## src/rtl/ras_pkg.sv

```systemverilog
package ras_pkg;

  // Operation applied to the stack in one cycle; bit 1 = return, bit 0 = call.
  typedef enum logic [1:0] {
    RAS_IDLE = 2'b00,
    RAS_PUSH = 2'b01,
    RAS_POP  = 2'b10,
    RAS_SWAP = 2'b11
  } ras_op_e;

  function automatic ras_op_e ras_decode(input logic call, input logic ret);
    return ras_op_e'({ret, call});
  endfunction

endpackage

```

## src/rtl/ras_rst_sync.sv

```systemverilog
module ras_rst_sync #(
  parameter int STAGES = 2
) (
  input  logic clk_i,
  input  logic rst_ni,
  output logic rst_no
);

  logic [STAGES-1:0] sync_q;

  always_ff @(posedge clk_i or negedge rst_ni) begin
    if (!rst_ni) sync_q <= '0;
    else         sync_q <= {sync_q[STAGES-2:0], 1'b1};
  end

  assign rst_no = sync_q[STAGES-1];

endmodule

```

## src/rtl/ras_ptr_ctl.sv

```systemverilog
module ras_ptr_ctl
  import ras_pkg::*;
#(
  parameter int DEPTH = 4,
  localparam int PTR_W = $clog2(DEPTH)
) (
  input  logic             clk_i,
  input  logic             rst_ni,
  input  ras_op_e          op_i,
  output logic [PTR_W-1:0] top_o,
  output logic             wr_en_o,
  output logic [PTR_W-1:0] wr_idx_o
);

  logic [PTR_W-1:0] top_q, top_d;
  logic             top_en;

  // Pop is applied before push; DEPTH is a power of two so the counter wraps.
  always_comb begin
    top_d = top_q;
    unique case (op_i)
      RAS_PUSH: top_d = top_q + PTR_W'(1);
      RAS_POP:  top_d = top_q - PTR_W'(1);
      default:  top_d = top_q;
    endcase
  end

  assign top_en   = (op_i == RAS_PUSH) || (op_i == RAS_POP);
  assign wr_en_o  = (op_i == RAS_PUSH) || (op_i == RAS_SWAP);
  assign wr_idx_o = top_d;
  assign top_o    = top_q;

  always_ff @(posedge clk_i or negedge rst_ni) begin
    if (!rst_ni)     top_q <= '0;
    else if (top_en) top_q <= top_d;
  end

endmodule

```

## src/rtl/ras_fill_cnt.sv

```systemverilog
module ras_fill_cnt
  import ras_pkg::*;
#(
  parameter int DEPTH = 4,
  localparam int CNT_W = $clog2(DEPTH + 1)
) (
  input  logic    clk_i,
  input  logic    rst_ni,
  input  ras_op_e op_i,
  output logic    nonempty_o
);

  logic [CNT_W-1:0] occ_q, occ_d;
  logic             occ_en;
  logic             at_full, at_empty;

  assign at_full  = (occ_q == CNT_W'(DEPTH));
  assign at_empty = (occ_q == '0);

  always_comb begin
    occ_d = occ_q;
    unique case (op_i)
      RAS_PUSH: occ_d = at_full  ? occ_q : occ_q + CNT_W'(1);
      RAS_POP:  occ_d = at_empty ? occ_q : occ_q - CNT_W'(1);
      RAS_SWAP: occ_d = at_empty ? CNT_W'(1) : occ_q;
      default:  occ_d = occ_q;
    endcase
  end

  assign occ_en     = (op_i != RAS_IDLE);
  assign nonempty_o = !at_empty;

  always_ff @(posedge clk_i or negedge rst_ni) begin
    if (!rst_ni)     occ_q <= '0;
    else if (occ_en) occ_q <= occ_d;
  end


  fill_bound_chk: assert property (@(posedge clk_i) disable iff (!rst_ni)
    occ_q <= CNT_W'(DEPTH));


  fill_sat_chk: assert property (@(posedge clk_i) disable iff (!rst_ni)
    (op_i == RAS_PUSH && at_full) |=> (occ_q == CNT_W'(DEPTH)));


  fill_floor_chk: assert property (@(posedge clk_i) disable iff (!rst_ni)
    (op_i == RAS_POP && at_empty) |=> (occ_q == '0));

endmodule

```

## src/rtl/ras_slot_file.sv

```systemverilog
module ras_slot_file #(
  parameter int DEPTH  = 4,
  parameter int ADDR_W = 32,
  localparam int PTR_W = $clog2(DEPTH)
) (
  input  logic              clk_i,
  input  logic              wr_en_i,
  input  logic [PTR_W-1:0]  wr_idx_i,
  input  logic [ADDR_W-1:0] wr_data_i,
  input  logic [PTR_W-1:0]  rd_idx_i,
  output logic [ADDR_W-1:0] rd_data_o
);

  logic [DEPTH-1:0][ADDR_W-1:0] slot_vec;

  // Data slots carry no reset; validity is tracked by the fill counter.
  for (genvar g = 0; g < DEPTH; g++) begin : g_slot
    logic [ADDR_W-1:0] entry_q;
    logic              entry_we;

    assign entry_we = wr_en_i && (wr_idx_i == PTR_W'(g));

    always_ff @(posedge clk_i) begin
      if (entry_we) entry_q <= wr_data_i;
    end

    assign slot_vec[g] = entry_q;
  end

  assign rd_data_o = slot_vec[rd_idx_i];

endmodule

```

## src/rtl/ret_addr_stack.sv

```systemverilog
module ret_addr_stack
  import ras_pkg::*;
#(
  parameter int DEPTH      = 4,
  parameter int ADDR_W     = 32,
  parameter int INSN_BYTES = 4,
  localparam int PTR_W     = $clog2(DEPTH)
) (
  input  logic              clk_i,
  input  logic              rst_ni,
  input  logic              call_i,
  input  logic              ret_i,
  input  logic [ADDR_W-1:0] call_pc_i,
  output logic [ADDR_W-1:0] pred_addr_o,
  output logic              pred_valid_o
);

  logic              rst_sync_n;
  ras_op_e           op;
  logic [PTR_W-1:0]  top_idx;
  logic              wr_en;
  logic [PTR_W-1:0]  wr_idx;
  logic [ADDR_W-1:0] ret_addr;

  ras_rst_sync #(.STAGES(2)) i_rst_sync (
    .clk_i  (clk_i),
    .rst_ni (rst_ni),
    .rst_no (rst_sync_n)
  );

  assign op       = ras_decode(call_i, ret_i);
  assign ret_addr = call_pc_i + ADDR_W'(INSN_BYTES);

  ras_ptr_ctl #(.DEPTH(DEPTH)) i_ptr_ctl (
    .clk_i    (clk_i),
    .rst_ni   (rst_sync_n),
    .op_i     (op),
    .top_o    (top_idx),
    .wr_en_o  (wr_en),
    .wr_idx_o (wr_idx)
  );

  ras_fill_cnt #(.DEPTH(DEPTH)) i_fill_cnt (
    .clk_i      (clk_i),
    .rst_ni     (rst_sync_n),
    .op_i       (op),
    .nonempty_o (pred_valid_o)
  );

  ras_slot_file #(.DEPTH(DEPTH), .ADDR_W(ADDR_W)) i_slot_file (
    .clk_i     (clk_i),
    .wr_en_i   (wr_en),
    .wr_idx_i  (wr_idx),
    .wr_data_i (ret_addr),
    .rd_idx_i  (top_idx),
    .rd_data_o (pred_addr_o)
  );


  reset_empty_chk: assert property (@(posedge clk_i)
    !rst_sync_n |=> !pred_valid_o);


  push_target_chk: assert property (@(posedge clk_i) disable iff (!rst_sync_n)
    (call_i && !ret_i) |=> (pred_addr_o == $past(call_pc_i) + ADDR_W'(INSN_BYTES)) && pred_valid_o);


  empty_pop_chk: assert property (@(posedge clk_i) disable iff (!rst_sync_n)
    (ret_i && !call_i && !pred_valid_o) |=> !pred_valid_o);


  swap_top_chk: assert property (@(posedge clk_i) disable iff (!rst_sync_n)
    (call_i && ret_i) |=> (pred_addr_o == $past(call_pc_i) + ADDR_W'(INSN_BYTES)) && pred_valid_o);


  idle_hold_chk: assert property (@(posedge clk_i) disable iff (!rst_sync_n)
    (!call_i && !ret_i) |=> $stable(pred_addr_o) && $stable(pred_valid_o));

endmodule

```

## config.mk

```make
export PLATFORM = sky130hd
export DESIGN_NAME = ret_addr_stack
export DESIGN_NICKNAME = d
export VERILOG_FILES = /design/src/rtl/ras_pkg.sv /design/src/rtl/ras_rst_sync.sv /design/src/rtl/ras_ptr_ctl.sv /design/src/rtl/ras_fill_cnt.sv /design/src/rtl/ras_slot_file.sv /design/src/rtl/ret_addr_stack.sv
export SDC_FILE = /design/constraint.sdc
export NUM_CORES = 1
export LEC_CHECK = 0
export ABC_AREA = 1
export BUFFER_PORTS_ARGS = -buffer_cell sky130_fd_sc_hd__clkbuf_2
export CAP_MARGIN = 20
export CORE_UTILIZATION = 45
export DETAILED_ROUTE_END_ITERATION = 7
export PLACE_DENSITY = 0.73
export SYNTH_ARGS = -nofsm -noshare
export SYNTH_HDL_FRONTEND = slang
export SYNTH_SLANG_ARGS = --single-unit
export TNS_END_PERCENT = 30
```

## constraint.sdc

```tcl
create_clock -name clk_i -period 1.75 [get_ports clk_i]
set_clock_uncertainty 0.2 [all_clocks]
set_input_delay 0.2625 -clock clk_i [delete_from_list [all_inputs] [get_ports clk_i]]
set_output_delay 0.2625 -clock clk_i [all_outputs]
set_load 0.01 [all_outputs]
```

==> run metrics <==
sw frac 35.52%; Core Rows 42; CP top delay family buffers and inverters; Synthesized Nets 592; number of top-level pins 69; yosys warns 0; worst min path class input pin to flip-flop; R2R depth 9; crit-path max FO 7; period utilization 124.8%; clock sink count 135; Initial Util 45.92%; violated checks design-rule violations, negative setup slack; status finished, violations left; slowest stage delay, CP 0.41 ns; HP Start call_pc_i[8]; CP Buf/Inv Count 4; Static Leak 3.183 nW; worst-skew pair later-pin latency 0.41 ns; Main synth FF type edfxtp_1; DP Cell Count 810; FF+latch area 4021 um^2; Synth Register Bits 135; Worst EP required 1.29 ns; Final WS setup -0.4333 ns; post-route ant nets 0; CTS clk-pin slew, worst paths 0.06 ns; Syn Inst Count 550; vias in the first global route 4532; number of port buffers 68; sequential area share after synthesis 66.35%; first-pass GRT wire length 23740 um; Psw 0.005037 W; final hold vios 0; total gr overflow 0; Max Fclk 458.0 MHz; die span in y 118.0 um; Post-synth EDFFs 128; HPWL after DPL 9396 um; final setup TNS -48.01 ns; initial antenna violation count 0; DIE WIDTH 118.0 um; Clock power frac 23.8%; CP max stage cell dfrtp_2; Final Core Density 63.56%; Final Instance Area 8384 um^2; reg-to-reg startpoint i_ptr_ctl.top_o[0]; Via Count 4770; most used cell along the critical path buf_12; GP Congestion 0.8944; average wire per standard cell 19.10 um; R2R Setup Slk -0.34 ns; final hold slack 0.04242 ns; # DRC 1; CTS tree done; Hold Path Depth 2; Crit Path Category flip-flop to output port; VDD IR-drop max 0.0008635 V; Multi-input gate area 2192 um^2; drt via density 5.489; CTS root buffer clkbuf_16; fin cells 869; ys async rst share 5.185%; RSZ-0062 raised after global routing yes; die area 13930 um^2; GRT Total Usage 23.02%; ant diodes 0; combinational power share 44.2%; Critical Path AT 1.72 ns; fillcell total 914; share of layout cells above drive strength 1 35.06%; Max Cap Viol 0; Setup Viol. Count Final 160; synthesized cell area 6057 um^2; Final nets 722; largest net degree at the start of global routing 34; crit end category output port; Mean Syn Cell Area 11.01 um^2; Int Pwr 0.009141 W; RR Endpoint i_slot_file.g_slot[3].entry_q[13]; Pwr per Cell Area 1691 nW/um^2; Initial DRC Count 516; Final min period 2.183 ns; Cell Area, Placed 7017 um^2; CORE AREA 13190 um^2; CP startpoint kind flip-flop; WL final 16600 um; Clock Tree Buf Depth 2; sequential share of power 32.0%; crit path cell chain buf_12 > buf_12 > buf_12 > o21ai_4 > o22ai_2 > buf_2; critical path depth 6; Yosys cell types 28; Slew Limit Fails 0; Hold Path End i_slot_file.g_slot[3].entry_q[8]; Inserted Clock Buffers 17; H-tree depth 4; drt pass-1 iters 8; synth-to-layout area growth 38.42%
[cell usage in the layout (no fill, tap or decap), types with 6 or more instances in the layout]
master	count
buf_12	18
buf_2	23
buf_4	23
buf_6	6
clkbuf_16	21
clkbuf_2	45
edfxtp_1	128
inv_1	25
nand2_1	97
nand2_2	6
nand3_1	14
nor2_1	78
nor2_2	17
nor2_4	16
o21ai_0	32
o21ai_1	14
o21ai_2	17
o22ai_1	20
o22ai_2	11
xor2_1	10
[how the worst max path moves through the flow]
stage | to | slack, ns | start
after detailed placement | i_slot_file.g_slot[3].entry_q[24] | -0.34 | ret_i
final | pred_addr_o[18] | -0.43 | i_ptr_ctl.top_o[0]
after floorplan | i_slot_file.g_slot[2].entry_q[0] | -0.35 | i_ptr_ctl.top_o[0]
after CTS | pred_addr_o[8] | -0.43 | i_ptr_ctl.top_o[0]
after global placement | i_slot_file.g_slot[3].entry_q[7] | -0.26 | ret_i
after global routing | pred_addr_o[11] | -0.48 | i_ptr_ctl.top_o[0]
[registers in the layout, indices dropped and copies added, names as in the netlist]
name / cells
i_slot_file.g_slot.entry_q: 128
i_fill_cnt.occ_q: 3
i_rst_sync.sync_q: 2
i_ptr_ctl.top_o: 2
[power groups by stage]
| stage | Combinational [W] | Sequential [W] | Clock [W] |
|---|---|---|---|
| 6_report | 0.00627 | 0.00454 | 0.00337 |
| 3_5_place_dp | 0.00418 | 0.00452 | 0 |
| 3_3_place_gp | 0.00409 | 0.00449 | 0 |
| 2_1_floorplan | 0.00238 | 0.00447 | 0 |
| 4_1_cts | 0.00531 | 0.00446 | 0.00335 |
| 5_1_grt | 0.00663 | 0.00458 | 0.00354 |
[repair_timing]
action / 4_1_cts / 5_1_grt
hold buffers: 5 / 0
hold endpoints to repair: 15 / 0
gates resized for setup: 61 / 97
cloned: 5 / 4
setup buffers: 10 / 3
pin swaps: 15 / 22
endpoints found under the setup margin: 160 / 161
[worst register-to-register path: stages, from the launching register on]
cell and delay (ns):
dfrtp_2 0.37, buf_12 0.15, inv_16 0.06, buf_4 0.13, nand2_2 0.06, nand4_1 0.12, buf_6 0.15, buf_4 0.15
a21oi_4 0.21, buf_12 0.20
[kinds of logic after synthesis]
| group | Yosys count | share of synthesized area, % |
|---|---|---|
| and+or+nand+nor | 240 | 17.29 |
| DFF | 135 | 66.35 |
| AOI/OAI and AO/OA | 102 | 9.130 |
| buffers and inverters | 50 | 3.367 |
| xor gates and xnor gates | 16 | 2.437 |
| adders and majority gates | 6 | 1.363 |
| other | 1 | 0.06191 |
[synth_stat cells (2+ instances only)]
cell,instances,area [um^2]
nand3_1,14,70.07
xor2_1,10,87.58
buf_2,7,35.03
nor2_2,5,31.28
ha_1,5,62.56
dfrtp_1,7,175.2
buf_4,2,15.01
inv_1,29,108.9
nand3b_1,5,37.54
xnor2_1,5,43.79
a21oi_1,3,15.01
nand2_1,100,375.4
clkbuf_1,11,41.29
nor2_4,8,90.09
nand2_4,2,22.52
nor2_1,98,367.9
o21ai_0,66,330.3
o22ai_1,32,200.2
edfxtp_1,128,3844
nand2_2,5,31.28
[through the flow]
| step | total power (W) | setup slack (ns) |
|---|---|---|
| 2_1_floorplan | 0.006850 | -0.3522 |
| 3_3_place_gp | 0.008580 | -0.2610 |
| 3_5_place_dp | 0.008704 | -0.3378 |
| 4_1_cts | 0.01313 | -0.4311 |
| 5_1_grt | 0.01475 | -0.4762 |
| 6_report | 0.01418 | -0.4333 |
[final cells by class]
class | count | share of cell area [%]
clock buffers | 17 | 5.074
clock inverters | 15 | 1.642
inverters | 30 | 1.537
multi-input cells | 365 | 26.15
flip-flops and latches | 135 | 47.96
well taps | 176 | 2.626
repair buffers | 131 | 15.01
[metal layers]
layer / part of all wire [%] / track usage (%) / wire [um] / up-vias
met4: 2.3 / 11.54 / 379 / 0
met1: 39 / 29.70 / 6537 / 2296
met2: 50 / 36.99 / 8376 / 262
met5: 0 / 0 / 0 / -
li1: - / - / - / 2178
met3: 7.9 / 4.700 / 1303 / 34
(Power assumes the default switching activity.)
